## src/rtl/bwd_pkg.sv

```systemverilog
package bwd_pkg;
  typedef enum logic [2:0] {
    RG_NONE,
    RG_RAM,
    RG_SND,
    RG_BANKCTL,
    RG_VID,
    RG_WIN
  } region_t;
endpackage

```

## src/rtl/bwd_region_decode.sv

```systemverilog
module bwd_region_decode
  import bwd_pkg::*;
(
  input  logic [15:0] addr,
  output region_t     region
);
  always_comb begin
    if (addr[15])                       region = RG_WIN;
    else if (addr[15:14] == 2'b00)      region = RG_RAM;
    else if (addr[15:13] == 3'b010)     region = RG_SND;
    else if (addr[15:8] == 8'h60)       region = RG_BANKCTL;
    else if (addr[15:8] == 8'h7F)       region = RG_VID;
    else                                region = RG_NONE;
  end
endmodule

```

## src/rtl/bwd_bank_reg.sv

```systemverilog
module bwd_bank_reg #(
  parameter int BANK_W = 9
) (
  input  logic              clk,
  input  logic              rst,
  input  logic              load,
  input  logic              bit_in,
  output logic [BANK_W-1:0] bank
);
  always_ff @(posedge clk) begin
    if (rst)       bank <= '0;
    else if (load) bank <= {bit_in, bank[BANK_W-1:1]};
  end

  AST_BANK_SHIFT: assert property (@(posedge clk) disable iff (rst)
    load |=> bank == {$past(bit_in), $past(bank[BANK_W-1:1])});
  AST_BANK_HOLD: assert property (@(posedge clk) disable iff (rst)
    !load |=> $stable(bank));
endmodule

```

## src/rtl/bwd_window_map.sv

```systemverilog
module bwd_window_map #(
  parameter int BANK_W     = 9,
  parameter int WIN_W      = 15,
  parameter int ROM_BANKS  = 128,
  parameter int WRAM_BASE  = 448,
  localparam int EXT_W     = BANK_W + WIN_W
) (
  input  logic [BANK_W-1:0] bank,
  input  logic [WIN_W-1:0]  offset,
  output logic [EXT_W-1:0]  ext_addr,
  output logic              rom_hit,
  output logic              wram_hit
);
  localparam logic [BANK_W-1:0] ROM_LIM  = BANK_W'(ROM_BANKS);
  localparam logic [BANK_W-1:0] WRAM_LIM = BANK_W'(WRAM_BASE);

  // byte lanes of the 16-bit targets are swapped by inverting bit 0
  assign ext_addr = {bank, offset[WIN_W-1:1], ~offset[0]};
  assign rom_hit  = bank < ROM_LIM;
  assign wram_hit = bank >= WRAM_LIM;
endmodule

```

## src/rtl/bank_window_decoder.sv

```systemverilog
module bank_window_decoder
  import bwd_pkg::*;
#(
  parameter int BANK_W    = 9,
  parameter int WIN_W     = 15,
  parameter int RAM_AW    = 13,
  parameter int SND_AW    = 2,
  parameter int VID_AW    = 8,
  parameter int WRAM_AW   = 16,
  parameter int ROM_BANKS = 128,
  parameter int WRAM_BASE = 448
) (
  input  logic                     clk,
  input  logic                     rst,
  input  logic [15:0]              cpu_addr,
  input  logic [7:0]               cpu_wdata,
  input  logic                     cpu_rd,
  input  logic                     cpu_wr,
  input  logic [7:0]               ram_rdata,
  input  logic [7:0]               snd_rdata,
  input  logic [7:0]               vid_rdata,
  input  logic [7:0]               rom_rdata,
  input  logic [7:0]               wram_rdata,
  output logic                     ram_sel,
  output logic [RAM_AW-1:0]        ram_addr,
  output logic                     snd_sel,
  output logic [SND_AW-1:0]        snd_addr,
  output logic                     vid_sel,
  output logic [VID_AW-1:0]        vid_addr,
  output logic [BANK_W+WIN_W-1:0]  ext_addr,
  output logic                     rom_sel,
  output logic                     wram_sel,
  output logic [WRAM_AW-1:0]       wram_addr,
  output logic [7:0]               cpu_rdata,
  output logic                     unhandled_wr
);
  region_t           region;
  logic [BANK_W-1:0] bank;
  logic              rom_hit, wram_hit, strobe, in_win;
  logic              unused_wdata;

  assign unused_wdata = ^cpu_wdata[7:1];
  assign strobe = cpu_rd | cpu_wr;
  assign in_win = (region == RG_WIN);

  bwd_region_decode u_dec (.addr(cpu_addr), .region(region));

  bwd_bank_reg #(.BANK_W(BANK_W)) u_bank (
    .clk(clk), .rst(rst),
    .load(cpu_wr && region == RG_BANKCTL),
    .bit_in(cpu_wdata[0]),
    .bank(bank)
  );

  bwd_window_map #(.BANK_W(BANK_W), .WIN_W(WIN_W),
                   .ROM_BANKS(ROM_BANKS), .WRAM_BASE(WRAM_BASE)) u_map (
    .bank(bank), .offset(cpu_addr[WIN_W-1:0]),
    .ext_addr(ext_addr), .rom_hit(rom_hit), .wram_hit(wram_hit)
  );

  assign ram_sel   = strobe && region == RG_RAM;
  assign snd_sel   = strobe && region == RG_SND;
  assign vid_sel   = strobe && region == RG_VID;
  assign rom_sel   = cpu_rd && in_win && rom_hit;
  assign wram_sel  = strobe && in_win && wram_hit;
  assign ram_addr  = cpu_addr[RAM_AW-1:0];
  assign snd_addr  = cpu_addr[SND_AW-1:0];
  assign vid_addr  = cpu_addr[VID_AW-1:0];
  assign wram_addr = ext_addr[WRAM_AW-1:0];

  always_comb begin
    unique case (region)
      RG_RAM:     cpu_rdata = ram_rdata;
      RG_SND:     cpu_rdata = snd_rdata;
      RG_VID:     cpu_rdata = vid_rdata;
      RG_BANKCTL: cpu_rdata = 8'h00;
      RG_WIN:     cpu_rdata = rom_hit  ? rom_rdata  :
                              wram_hit ? wram_rdata : 8'h00;
      default:    cpu_rdata = 8'hFF;
    endcase
  end

  always_ff @(posedge clk) begin
    if (rst) unhandled_wr <= 1'b0;
    else     unhandled_wr <= cpu_wr && in_win && !wram_hit;
  end

  AST_ONE_SEL: assert property (@(posedge clk) disable iff (rst)
    $onehot0({ram_sel, snd_sel, vid_sel, rom_sel, wram_sel}));
  AST_SEL_NEEDS_STROBE: assert property (@(posedge clk) disable iff (rst)
    (ram_sel | snd_sel | vid_sel | rom_sel | wram_sel) |-> (cpu_rd | cpu_wr));
  AST_FLAG_CAUSE: assert property (@(posedge clk) disable iff (rst)
    unhandled_wr |-> $past(cpu_wr && cpu_addr[15] && !wram_sel));
  AST_ROM_DATA: assert property (@(posedge clk) disable iff (rst)
    rom_sel |-> cpu_rdata == rom_rdata);
  AST_HOLE_FF: assert property (@(posedge clk) disable iff (rst)
    (cpu_addr[15:13] == 3'b011 && cpu_addr[15:8] != 8'h60 && cpu_addr[15:8] != 8'h7F)
      |-> cpu_rdata == 8'hFF);
endmodule

```

## config.mk

```make
export PLATFORM = sky130hd
export DESIGN_NAME = bank_window_decoder
export DESIGN_NICKNAME = d
export VERILOG_FILES = /design/src/rtl/bwd_pkg.sv /design/src/rtl/bwd_region_decode.sv /design/src/rtl/bwd_bank_reg.sv /design/src/rtl/bwd_window_map.sv /design/src/rtl/bank_window_decoder.sv
export SDC_FILE = /design/constraint.sdc
export NUM_CORES = 1
export LEC_CHECK = 0
export ABC_AREA = 1
export BUFFER_PORTS_ARGS = -buffer_cell sky130_fd_sc_hd__clkbuf_2
export CORE_MARGIN = 2
export CORE_UTILIZATION = 33
export CTS_CLUSTER_SIZE = 30
export DETAILED_ROUTE_END_ITERATION = 8
export PLACE_DENSITY = 0.78
export SLEW_MARGIN = 40
export SYNTH_ARGS = -nofsm -noshare
export SYNTH_HDL_FRONTEND = slang
export SYNTH_SLANG_ARGS = --single-unit
```

## constraint.sdc

```tcl
create_clock -name clk -period 1 [get_ports clk]
set_input_delay 0.05 -clock clk [delete_from_list [all_inputs] [get_ports clk]]
set_output_delay 0.05 -clock clk [all_outputs]
set_load 0.05 [all_outputs]
```

==> out/qor.yml, run 1 <==
synth_flop_cell: "dfxtp_1"
synth_common_cells: "nand2_1, buf_4, inv_1, nand3_1, nor2_1"
grt_pass1_vias: 1695
critPathKind: "flop to primary output"
ant_nets: 0
timing.fmax_ghz: 0.721
final_area_mm2: 0.00238
yosysTopAreaCellShare: 0.278
critPathCaptureType: "primary output"
synth_top_cell_by_area: "buf_4"
grt_first_pass_wirelength_um: 7480
syn_area_per_cell_um2: 5.67
tns_ps: -3400
place_ws_ps: -271
cts.sinks: 10
status: "finished, violations left"
htree_num_levels: 1
holdPathStages: 0
area_growth_pct: 66.6
nFillCells: 372
rsz0062_at_grt: "true"
synth_nets: 320
start_util: 0.350
yosysWarnings: 0
drtIter0Drc: 94
rr_endpoint: "unhandled_wr"
grt_util_all_layers: 0.184
setup_ws_ps: -386
ys_seq_area_frac: 0.140
std_cell_rows: 23
syn_inst: 252
grt_overflow: 0
firstDrtPassIters: 4
async_reset_ff_frac: 0
dpl.hpwl_um: 3610
remaining_drc_errors: 0
register_area_um2: 211
coreArea_mm2: 0.00409
fin_cells: 383
clkSlewWorstSetupHoldPaths_ps: 50
wl_per_cell_um: 12.2
maxCapViolations: 0
synth_edf_count: 0
yosys.cell_count.top_type: "nand2_1"
worst_hold_path_type: "input port to primary output"
cts_hold_buf: 0
yosys-top-cells-area: "buf_4, nand2_1, dfxtp_1"
num_vias: 1767
setup_viol: 11
slew_headroom: 0.733
finalHoldViolations: 0
root_buffer: "clkbuf_8"
rr_worst_depth: 6
ys_seq_elements: 10
design.die.area_mm2: 0.00487
hold_end: "vid_addr[3]"
synth_cell_type_count: 21
viasPerCell: 4.61
clk_latency_ps: 240
wl_um: 4670
num_antenna_cells: 0
netlist_area_mm2: 0.00143
r2r_slack_ps: -20
r2r-start: "u_bank.bank[7]"
finalNetCount: 402
ir_drop_uv: 561
skew_ps: 5.72
fp.dieW_um: 69.8
drive_above_1_share: 0.592
ios: 145
fp.dieH_um: 69.8
finalMaxSlewViolations: 0
power_density_mw_per_mm2: 778
antenna_found_initial: 0
crit_path_start_kind: "flop"
period_share: 1.39
hold_start: "cpu_addr[3]"
place_inst: 376
p_leak_uw: 0.00130
cts_tree: "built"
cts_buffer_depth: 2
port_buffers: 101
worst_pin_slew_ps: 400
dpl_cell_area_mm2: 0.00202
crit_required_ps: 950
violations: "setup timing"
cp.arrival_ps: 1340
multiInputGateArea_um2: 903
layout_min_cycle_time_ps: 1390
grt_max_degree: 12
gp_congestion: 0.827
path_max_fanout: 5
numCtsBuffers: 3
-- layer usage --
layer | vias to the layer above | wire length [um] | track usage
li1 | 874 | - | -
met1 | 784 | 1720 | 0.211
met2 | 97 | 2510 | 0.342
met3 | 12 | 351 | 0.0276
met4 | 0 | 82 | 0.0662
met5 | - | 0 | 0
-- worst max-delay path by stage --
stage                   startpoint           end  slack, ps  cells past startpoint
floorplan           u_bank.bank[7]  cpu_rdata[0]       -220                      4
global placement      cpu_addr[15]  cpu_rdata[3]       -240                     10
detailed placement    cpu_addr[13]  cpu_rdata[5]       -270                      8
CTS                 u_bank.bank[7]  cpu_rdata[3]       -380                      7
global route        u_bank.bank[7]  cpu_rdata[1]       -450                      7
finish              u_bank.bank[7]  cpu_rdata[7]       -390                      7
-- per-stage QoR --
| stage | power, uW | hold slack, ps | utilization |
|---|---|---|---|
| after global placement | 1260 | 101 | 0.495 |
| after floorplan | 1330 | 201 | - |
| after CTS | 1820 | 101 | 0.560 |
| after detailed placement | 1270 | 101 | 0.495 |
| after global routing | 1940 | 100 | 0.583 |
| final | 1850 | 100 | 0.583 |
-- state kept, by name, indices dropped and copies added (netlist names) --
name and flops:
u_bank.bank 9, unhandled_wr 1
-- layout by cell type, fill, tap and decap left out, types with 3 or more instances in the layout --
master | Yosys | layout
inv_1 | 39 | 35
nand3_1 | 31 | 25
nand2_4 | 1 | 5
nand3_4 | 0 | 5
nand2_1 | 59 | 49
nand2_2 | 1 | 7
nor2_4 | 2 | 9
buf_6 | 1 | 6
clkbuf_16 | 0 | 4
dfxtp_1 | 10 | 7
dfxtp_4 | 0 | 3
clkbuf_2 | 0 | 78
inv_2 | 1 | 3
nor2_1 | 30 | 13
buf_8 | 0 | 9
nor2_2 | 10 | 21
buf_4 | 53 | 28
clkbuf_8 | 0 | 3
buf_12 | 0 | 4
-- power breakdown --
part | total, uW | switching [uW] | internal (uW)
logic | 1030 | 621 | 404
registers | 395 | 1.23 | 394
clock network | 433 | 164 | 270
total | 1850 | 786 | 1070
-- what timing repair did --
item / in CTS / in global routing
pin swaps: 6 / 8
cloned: 1 / 0
endpoints found under the hold margin: 0 / 0
gates resized for setup: 42 / 42
setup buffers: 2 / 0
setup endpoints to repair: 16 / 14
-- final cells by class --
type | count | area share
clock inverters | 1 | 0.00158
clock buffers | 3 | 0.0173
well taps | 50 | 0.0263
flip-flops and latches | 10 | 0.0888
inverters | 41 | 0.0673
repair buffers | 131 | 0.419
multi-input cells | 147 | 0.379
-- worst max-delay path: stages (launching register included) --
cell and delay (ps):
dfxtp_4 400, nand3_4 100, nor2_4 140, inv_4 80, nor2_2 110, nor2_2 60
nand3_4 60, clkbuf_16 160
-- logic make-up (layout without fill, tap and decap cells) --
kind of cell           after synthesis  after routing  share of synthesized area
and+or+nand+nor                    140            141                      0.439
DFF                                 10             10                      0.140
AOI/OAI and AO/OA                    6              6                     0.0245
buffers and inverters               96            176                      0.397
No activity file was read; power rests on OpenSTA's default activity.
==> run 2, diff against run 1 <==
Settings changed: CELL_PAD_IN_SITES_DETAIL_PLACEMENT set to 1, CELL_PAD_IN_SITES_GLOBAL_PLACEMENT set to 1, CORE_UTILIZATION 33 to 19, PLACE_DENSITY 0.78 to 0.77.
==> run 2 against run 1 <==
The run still ends with setup timing left; clock-buffer cell count increased by 1; fmax decreased by 3.5%; clock skew decreased by 4.1 ps; routed wire length increased by 22%; largest cell class unchanged; setup slack got worse by 51 ps.
==> out/qor.yml, run 2 (synthesis results as in run 1) <==
std_cell_rows: 31  # was 23
crit_path_start_kind: "flop"  # unchanged
cts_buffer_depth: 2  # unchanged
drive_above_1_share: 0.615  # was 0.592
total_power_uw: 1910  # was 1850 uW
grt_max_degree: 12  # unchanged
area_growth_pct: 80.5  # was 66.6%
critPathKind: "flop to primary output"  # unchanged
crit_chain: "nand3_4 > nor2_4 > inv_4 > buf_6 > nor2_4 > nor2_4 > nand3_4 > buf_12"  # was nand3_4 > nor2_4 > inv_4 > nor2_2 > nor2_2 > nand3_4 > clkbuf_16
htree_num_levels: 1  # unchanged
ant_nets: 0  # unchanged
viasPerCell: 4.05  # was 4.61
mostFrequentLayoutCells: "clkbuf_2, nand2_1, inv_1"  # unchanged
num_antenna_cells: 0  # unchanged
clkSlewWorstSetupHoldPaths_ps: 50  # about the same
root_buffer: "clkbuf_8"  # unchanged
grt_overflow: 0  # unchanged
clk_latency_ps: 240  # about the same
grt_util_all_layers: 0.136  # was 0.184
status: "finished, violations left"  # unchanged
violations: "setup timing"  # unchanged
design.die.area_mm2: 0.00823  # was 0.00487 mm^2
grt_pass1_vias: 1932  # was 1,695
layout_commonest_cell: "clkbuf_2"  # unchanged
cts_hold_buf: 0  # unchanged
final_util: 0.356  # was 0.583
coreArea_mm2: 0.00725  # was 0.00409 mm^2
layout_min_cycle_time_ps: 1440  # was 1390 ps
firstDrtPassIters: 4  # unchanged
setup_viol: 11  # unchanged
rr_endpoint: "unhandled_wr"  # unchanged
wl_um: 5680  # was 4670 um
r2r-start: "u_bank.bank[7]"  # unchanged
largest_register_ffs: 9  # unchanged
numCtsBuffers: 3  # unchanged
holdPathStages: 0  # unchanged
period_share: 1.44  # was 1.39
grt_first_pass_wirelength_um: 9110  # was 7480 um
dpl.hpwl_um: 4410  # was 3610 um
cpMaxStageDelayCell: "dfxtp_4"  # unchanged
port_buffers: 101  # unchanged
power_density_mw_per_mm2: 741  # was 778 mW/mm^2
skew_ps: 1.64  # was 5.72 ps
largest-register: "u_bank.bank"  # unchanged
start_util: 0.197  # was 0.350
place_ws_ps: -467  # was -271 ps
critPathCaptureType: "primary output"  # unchanged
dpl_cell_area_mm2: 0.00212  # was 0.00202 mm^2
cpPeakStageDelay_ps: 400  # about the same
path_common_cell: "nor2_4"
cp.arrival_ps: 1390  # was 1340 ps
fp.dieW_um: 90.7  # was 69.8 um
setup_ws_ps: -437  # was -386 ps
slew_headroom: 0.704  # was 0.733
p_leak_uw: 0.00135  # was 0.00130 uW
cts.sinks: 10  # unchanged
hold_end: "vid_addr[2]"  # was vid_addr[3]
cts_tree: "built"  # unchanged
top_regs: "u_bank.bank x9, unhandled_wr x1"  # unchanged
num_vias: 1789  # was 1,767
rsz0062_at_grt: "true"  # unchanged
finalMaxSlewViolations: 0  # unchanged
rr_worst_depth: 5  # was 6
wl_per_cell_um: 12.9  # was 12.2 um
ir_drop_uv: 638  # was 561 uV
fp.dieH_um: 90.7  # was 69.8 um
worst_pin_slew_ps: 443  # was 400 ps
path_max_fanout: 5  # unchanged
r2r_slack_ps: 90  # was -20 ps
final_area_mm2: 0.00258  # was 0.00238 mm^2
timing.fmax_ghz: 0.696  # was 0.721 GHz
crit_required_ps: 950  # about the same
gp_congestion: 0.795  # was 0.827
finalNetCount: 412  # was 402
remaining_drc_errors: 0  # unchanged
hold_start: "cpu_addr[2]"  # was cpu_addr[3]
worst_hold_path_type: "input port to primary output"  # unchanged
finalHoldViolations: 0  # unchanged
drtIter0Drc: 27  # was 94
maxCapViolations: 0  # unchanged
antenna_found_initial: 0  # unchanged
ios: 145  # unchanged
-- run 2: how the worst max path moves through the flow --
stage                   startpoint            to  cells past startpoint
floorplan           u_bank.bank[7]  cpu_rdata[0]                      4
global placement      cpu_addr[14]  cpu_rdata[1]                      8
detailed placement    cpu_addr[14]  cpu_rdata[1]                      8
CTS                 u_bank.bank[8]  cpu_rdata[7]                      8
global route        u_bank.bank[8]  cpu_rdata[7]                      8
finish              u_bank.bank[8]  cpu_rdata[7]                      8
-- run 2: what timing repair did --
| action | in CTS | in global routing |
|---|---|---|
| resized for setup | 54 | 23 |
| cloned | 1 | 2 |
| hold endpoints to repair | 0 | 0 |
| pin swaps | 17 | 6 |
| setup endpoints to repair | 19 | 25 |
| setup buffers | 7 | 1 |
-- run 2: through the flow --
| step | std cells | hold WS, ps | setup TNS, ps |
|---|---|---|---|
| floorplan | 252 | 201 | -1000 |
| global placement | 428 | 101 | -5740 |
| detailed placement | 428 | 101 | -5860 |
| CTS | 439 | 101 | -4030 |
| global route | 442 | 100 | -4830 |
| finish | 442 | 100 | -3870 |
-- run 2: routing by layer --
metal,part of all wire,global-route usage,up-vias
met3,0.044,0.0192,9
met2,0.54,0.266,53
met4,0.014,0.0385,0
li1,-,-,891
met1,0.40,0.150,836
met5,0,0,-
-- run 2: critical path, delay by kind of cell (launching register included) --
family	cells	cell delay (ps)
flops	1	400
simple gates	5	420
buf+inv	3	320
-- run 2: power by group --
group          total, uW  internal (uW)  switching (uW)
registers            395            393            1.19
clock network        458            281             177
logic               1060            421             637
-- run 2: final cells by class --
type | instances | area, um^2
inverter | 41 | 160
tap | 99 | 124
fill | 943 | 4670
timing repair buffer | 140 | 1110
clock buffer | 4 | 45.0
sequential | 10 | 211
multi-input combinational | 148 | 923
